$ cat src/rtl/age_sel_pkg.sv
package age_sel_pkg;
  // width needed to hold a population count of 0..n
  function automatic int cnt_w(input int n);
    return $clog2(n + 1);
  endfunction

  // width of a binary index into n entries (at least one bit)
  function automatic int idx_w(input int n);
    return (n > 1) ? $clog2(n) : 1;
  endfunction
endpackage

$ cat src/rtl/age_rel_store.sv
module age_rel_store #(
  parameter int N = 8
) (
  input  logic                clk,
  input  logic                rst,
  input  logic                upd,
  input  logic [N-1:0]        sel_oh,
  output logic [N-1:0][N-1:0] rel
);
  // row r, bit c = 1 : entry r granted after entry c
  for (genvar r = 0; r < N; r++) begin : g_row
    always_ff @(posedge clk) begin
      if (rst) begin
        rel[r] <= '0;
      end else if (upd) begin
        if (sel_oh[r]) rel[r] <= ~sel_oh;      // whole row set, own column cleared
        else           rel[r] <= rel[r] & ~sel_oh;
      end
    end
  end

  p_hold_when_idle_r6: assert property (@(posedge clk) disable iff (rst)
    !upd |=> $stable(rel));

  p_update_onehot_r5: assert property (@(posedge clk) disable iff (rst)
    upd |-> $onehot(sel_oh));
endmodule

$ cat src/rtl/age_row_count.sv
module age_row_count #(
  parameter int N  = 8,
  parameter int CW = 4
) (
  input  logic [N-1:0]  row,
  output logic [CW-1:0] cnt
);
  always_comb begin
    cnt = '0;
    for (int b = 0; b < N; b++) cnt = cnt + CW'(row[b]);
  end
endmodule

$ cat src/rtl/age_oldest_pick.sv
module age_oldest_pick #(
  parameter int N  = 8,
  parameter int CW = 4,
  parameter int IW = 3
) (
  input  logic [N-1:0][CW-1:0] cnts,
  input  logic [N-1:0]         elig,
  output logic [N-1:0]         pick_oh,
  output logic [IW-1:0]        pick_idx,
  output logic                 pick_vld
);
  logic [CW-1:0] best;

  // strict "<" keeps the first (lowest) index on equal counts
  always_comb begin
    pick_vld = 1'b0;
    pick_idx = '0;
    best     = '0;
    for (int i = 0; i < N; i++) begin
      if (elig[i] && (!pick_vld || cnts[i] < best)) begin
        pick_vld = 1'b1;
        pick_idx = IW'(i);
        best     = cnts[i];
      end
    end
    pick_oh = '0;
    if (pick_vld) pick_oh[pick_idx] = 1'b1;
  end
endmodule

$ cat src/rtl/age_matrix_sel.sv
module age_matrix_sel #(
  parameter  int N  = 8,
  localparam int IW = age_sel_pkg::idx_w(N)
) (
  input  logic          clk,
  input  logic          rst,
  input  logic [N-1:0]  elig_mask,
  input  logic          sel_en,
  output logic [N-1:0]  grant_oh,
  output logic [IW-1:0] grant_idx,
  output logic          grant_vld
);
  localparam int CW = age_sel_pkg::cnt_w(N);

  logic [N-1:0][N-1:0]  rel;
  logic [N-1:0][CW-1:0] cnts;
  logic                 take;

  assign take = sel_en && grant_vld;

  age_rel_store #(.N(N)) u_store (
    .clk    (clk),
    .rst    (rst),
    .upd    (take),
    .sel_oh (grant_oh),
    .rel    (rel)
  );

  for (genvar r = 0; r < N; r++) begin : g_cnt
    age_row_count #(.N(N), .CW(CW)) u_cnt (
      .row (rel[r]),
      .cnt (cnts[r])
    );
  end

  age_oldest_pick #(.N(N), .CW(CW), .IW(IW)) u_pick (
    .cnts     (cnts),
    .elig     (elig_mask),
    .pick_oh  (grant_oh),
    .pick_idx (grant_idx),
    .pick_vld (grant_vld)
  );

  p_only_eligible_r2: assert property (@(posedge clk) disable iff (rst)
    (grant_oh & ~elig_mask) == '0);

  p_none_eligible_r2: assert property (@(posedge clk) disable iff (rst)
    (elig_mask == '0) |-> !grant_vld);

  p_grant_shape_r8: assert property (@(posedge clk) disable iff (rst)
    $onehot0(grant_oh) && (grant_vld == (grant_oh != '0)));

  p_index_match_r8: assert property (@(posedge clk) disable iff (rst)
    grant_vld |-> grant_oh[grant_idx]);

  p_taken_is_youngest_r5: assert property (@(posedge clk) disable iff (rst)
    take |=> cnts[$past(grant_idx)] == CW'(N - 1));
endmodule

$ cat config.mk
export PLATFORM = sky130hd
export DESIGN_NAME = age_matrix_sel
export DESIGN_NICKNAME = d
export VERILOG_FILES = /design/src/rtl/age_sel_pkg.sv /design/src/rtl/age_rel_store.sv /design/src/rtl/age_row_count.sv /design/src/rtl/age_oldest_pick.sv /design/src/rtl/age_matrix_sel.sv
export SDC_FILE = /design/constraint.sdc
export NUM_CORES = 1
export LEC_CHECK = 0
export ABC_AREA = 1
export BUFFER_PORTS_ARGS = -buffer_cell sky130_fd_sc_hd__buf_2
export CAP_MARGIN = 5
export CELL_PAD_IN_SITES_DETAIL_PLACEMENT = 1
export CELL_PAD_IN_SITES_GLOBAL_PLACEMENT = 2
export CORE_ASPECT_RATIO = 1.2
export CORE_MARGIN = 2
export CORE_UTILIZATION = 37
export CTS_CLUSTER_SIZE = 30
export DETAILED_ROUTE_END_ITERATION = 8
export MAX_ROUTING_LAYER = met4
export PLACE_DENSITY_LB_ADDON = 0.05
export SYNTH_ARGS = -nofsm -noshare
export SYNTH_HDL_FRONTEND = slang
export SYNTH_SLANG_ARGS = --single-unit
$ cat constraint.sdc
create_clock -name clk -period 12.7 [get_ports clk]
set_input_delay 0 -clock clk [delete_from_list [all_inputs] [get_ports clk]]
set_output_delay 0 -clock clk [all_outputs]
set_load 0.02 [all_outputs]
==> metrics.log <==
[metrics] placed instance count: 789
[metrics] register-to-register setup slack: roughly 1.4 ns
[metrics] floorplan row count: 44
[metrics] RSZ-0062 raised after global routing: false
[metrics] most frequent cell after synthesis: sky130_fd_sc_hd__nand2_1
[metrics] ANT nets after route: 0
[metrics] fin cells: 804
[metrics] total die area: roughly 0.013 mm^2
[metrics] maximum clock skew at final layout: approximately 0.008 ns
[metrics] worst hold stages: 2
[metrics] power consumption: ~1.4 mW
[metrics] count of routing violations after the opening detailed-route iteration: ~160
[metrics] via count of the first global-routing pass: approximately 4000
[metrics] maximum number of pins on one net before global-route repair: 42
[metrics] startpoint of the worst-slack reg-to-reg timing path: u_store.rel[1]$_SDFFE_PP0P_
[metrics] router iterations before antenna repair: 4
[metrics] TritonCTS clock tree: built
[metrics] placer congestion estimate: slightly above 0.8
[metrics] leakage: between 2 and 3 nW
[metrics] final hold violation count: 0
[metrics] maximum buffer depth of the clock tree: 2
[metrics] Largest stage delay, worst path: between 0.5 and 0.6 ns
[metrics] Arrival @ worst endpoint: ~12 ns
[metrics] status: finished clean
[metrics] dominant cell type by area after synthesis: sky130_fd_sc_hd__dfxtp_1
[metrics] cell area after technology mapping: 0.00461 mm^2
[metrics] number of buffers inserted by port buffering: 22
[metrics] total global routing overflow: 0
[metrics] crit path time final: about 11 ns
[metrics] antenna fix cells: 0
[metrics] Global Route Usage Sum: 20.2%
[metrics] Worst setup EP type: register
[metrics] # fillers: between 1500 and 2000
[metrics] number of buffers added by the clock tree synthesis step: 9
[metrics] flip-flop and latch count after synthesis: 64
[metrics] worst path required time: 12.94 ns
[metrics] transition at the pin with the smallest max-transition slack: ~0.64 ns
[metrics] cells taking the most area after synthesis: sky130_fd_sc_hd__dfxtp_1 28%, sky130_fd_sc_hd__fa_1 14%, sky130_fd_sc_hd__ha_1 12%, sky130_fd_sc_hd__nand2_1 11%, sky130_fd_sc_hd__inv_1 11%
[metrics] # nets final: about 730
[metrics] number of max-slew violations in the final report: 0
[metrics] post-CTS setup buffer count: 0
[metrics] logic depth of the worst register-to-register path: between 60 and 70
[metrics] number of enable flip-flop cells after synthesis: 0
[metrics] total half-perimeter wirelength after legalization and detailed placement: about 10000 um
[metrics] placeable core area: about 0.012 mm^2
[metrics] average vias per placed instance: 4.68
[metrics] number of instances in the synthesized netlist: 613
[metrics] Top Registers: u_store.rel: 64 flops
[metrics] post-CTS sizing: 0
[metrics] kind of path behind the tightest hold check: in -> reg
[metrics] WS Path Type: reg -> reg
[metrics] final design utilization: 42.7%
[metrics] ratio of cells with drive above 1 in the final layout: 12.8%
[metrics] Initial Utilization: about two fifths
[metrics] # H-tree levels: 3
[metrics] hold buffers post-CTS: 0
[metrics] standard cell with the maximum stage delay on the critical path: sky130_fd_sc_hd__fa_1
[metrics] nets in the synthesized netlist: 700
[metrics] routed length per placed instance: ~15 um
[metrics] post-detailed-routing wire length: 12200 um
[metrics] r2r endpoint: u_store.rel[10]$_SDFFE_PP0P_
[metrics] initial antenna violation count: 0
[metrics] min-delay src: rst
[metrics] setup slack of the critical path after layout: 1.44 ns
[metrics] flip-flop count of the largest register, all copies and words added: 64
[metrics] first-pass GRT wire length: 20300 um
[metrics] kind of start point of the critical path: register
[metrics] Horiz. Die Dim: 106 um
[metrics] final setup TNS: 0 ns
[metrics] count of warnings emitted by yosys: 0
[metrics] Max-Cap Viols: 0
[metrics] clk slew on worst S/H paths: around 0.05 ns
[metrics] total via count after detailed routing: ~3800
[metrics] number of distinct library cells after synthesis: 29
[metrics] peak ir drop on the vdd network: 0.115 mV
[metrics] source-to-sink clock delay at the later pin of the worst-skew pair: 0.32 ns
[metrics] most used standard cells in the synthesized netlist: 137 x sky130_fd_sc_hd__nand2_1, 133 x sky130_fd_sc_hd__inv_1, 64 x sky130_fd_sc_hd__dfxtp_1
[metrics] worst setup slack before clock tree synthesis: roughly 1.4 ns
[metrics] sequential-to-total area share from yosys stat: 27.8%
[metrics] proportion of register bits with asynchronous set or reset after synthesis: 0%
[metrics] largest reg by FF count: u_store.rel
[metrics] number of primary I/O pins: 23
[metrics] top-area cell type share of the netlist area: between 20 and 30%
[metrics] destination of the worst hold path: u_store.rel[0]$_SDFFE_PP0P_
[metrics] area delta synth->final: 12.1%
[metrics] vertical die dimension: 126 um
[metrics] Worst path most repeated cell: sky130_fd_sc_hd__nand2_1
[metrics] Final setup violation count: 0
[metrics] share of the clock period used by the worst path: about nine tenths
[metrics] master cell of the clock root buffer: sky130_fd_sc_hd__clkbuf_16
[metrics] TritonCTS Sinks: between 60 and 70
[metrics] PD cells: around 260 mW/mm^2
[metrics] CP max FO: 12
[metrics] residual DRC count: 0
[metrics] Max Fclk: ~89 MHz
[metrics] Slew HR: 57.0%
[metrics] primary flip-flop cell chosen by synthesis mapping: sky130_fd_sc_hd__dfxtp_1
[metrics] syn avg cell area: 7.52 um^2
how the worst max path moves through the flow:
stage	from	end	slack (ns)	cells past startpoint
2_1_floorplan	u_store.rel[0]$_SDFFE_PP0P_	u_store.rel[45]$_SDFFE_PP0P_	3.41	65
3_3_place_gp	u_store.rel[0]$_SDFFE_PP0P_	u_store.rel[10]$_SDFFE_PP0P_	1.64	65
3_5_place_dp	u_store.rel[1]$_SDFFE_PP0P_	u_store.rel[10]$_SDFFE_PP0P_	1.43	69
4_1_cts	u_store.rel[1]$_SDFFE_PP0P_	u_store.rel[10]$_SDFFE_PP0P_	1.35	69
5_1_grt	u_store.rel[1]$_SDFFE_PP0P_	u_store.rel[10]$_SDFFE_PP0P_	0.47	67
6_report	u_store.rel[1]$_SDFFE_PP0P_	u_store.rel[10]$_SDFFE_PP0P_	1.44	69
metal layers:
metal / vias up / track usage, % / part of all wire [%]
li1: 1912 / - / -
met1: 1808 / 25.6 / 47
met2: 36 / 35.1 / 50
met3: 7 / 2.77 / 2.0
met4: 0 / 3.25 / 0.50
met5: - / - / 0
critical path: cells and delay by family, from the launching register on:
family	cells	cell delay, ns
buf+inv	8	0.39
flops	1	0.33
compound gates	8	2.19
simple gates	41	3.92
fa+ha+maj	12	4.30
cell usage in the layout (no fill, tap or decap):
cell type                   Yosys  final
sky130_fd_sc_hd__nor2_1        43     43
sky130_fd_sc_hd__xor2_1         1      1
sky130_fd_sc_hd__nor3_4         1      1
sky130_fd_sc_hd__dfxtp_1       64     64
sky130_fd_sc_hd__nand2_1      137    137
sky130_fd_sc_hd__o21ai_0       33     33
sky130_fd_sc_hd__nand2_2       18     18
sky130_fd_sc_hd__clkbuf_16      0      9
sky130_fd_sc_hd__nand2_4        6      6
sky130_fd_sc_hd__nor2_2         2      2
sky130_fd_sc_hd__inv_2          6      6
sky130_fd_sc_hd__a22oi_1        1      1
sky130_fd_sc_hd__clkbuf_8       0      1
sky130_fd_sc_hd__nand3_1       30     30
sky130_fd_sc_hd__nand4_1        1      1
sky130_fd_sc_hd__buf_2          2     22
sky130_fd_sc_hd__buf_4          0      1
sky130_fd_sc_hd__ha_1          44     44
sky130_fd_sc_hd__xnor2_1        6      6
sky130_fd_sc_hd__nor3_1         2      2
sky130_fd_sc_hd__o21ai_1       17     17
sky130_fd_sc_hd__clkbuf_1       2      1
sky130_fd_sc_hd__or2_2          2      2
sky130_fd_sc_hd__clkinv_1       1      2
sky130_fd_sc_hd__clkinv_2       0      3
sky130_fd_sc_hd__bufinv_16      0      1
sky130_fd_sc_hd__fa_1          32     32
sky130_fd_sc_hd__inv_1        133    132
sky130_fd_sc_hd__a21oi_1       15     15
sky130_fd_sc_hd__nand4_2        2      2
sky130_fd_sc_hd__nand3_2        5      5
sky130_fd_sc_hd__nor2_4         3      3
through the flow:
stage / instance area (um^2) / hold WS [ns]
after floorplan: 4610 / 0.160
after global placement: 4880 / 0.395
after detailed placement: 4880 / 0.401
after CTS: 5170 / 0.0639
after global routing: 5170 / 0.0800
final: 5170 / 0.0675
kinds of logic after synthesis:
family	synth area share (%)
buf+inv	12.4
compound gates	7.22
simple gates	25.4
flops	27.8
xor+xnor	1.33
fa+ha+maj	25.8
report_power, final:
| group | switching (mW) | internal (mW) | leakage (nW) |
|---|---|---|---|
| Clock | 0.0859 | 0.155 | 0.145 |
| Sequential | 0.0206 | 0.246 | 0.519 |
| Combinational | 0.570 | 0.281 | 1.92 |
cell type report:
cell class              instances  area, um^2  share of cell area, %
multi-input cells             401        2760                   53.3
well taps                     161         201                   3.90
repair buffers                 23         118                   2.27
inverters                     140         526                   10.2
flip-flops and latches         64        1280                   24.8
clock buffers                  11         243                   4.69
clock inverters                 4        45.0                  0.871
No activity file was read; power rests on OpenSTA's default activity.
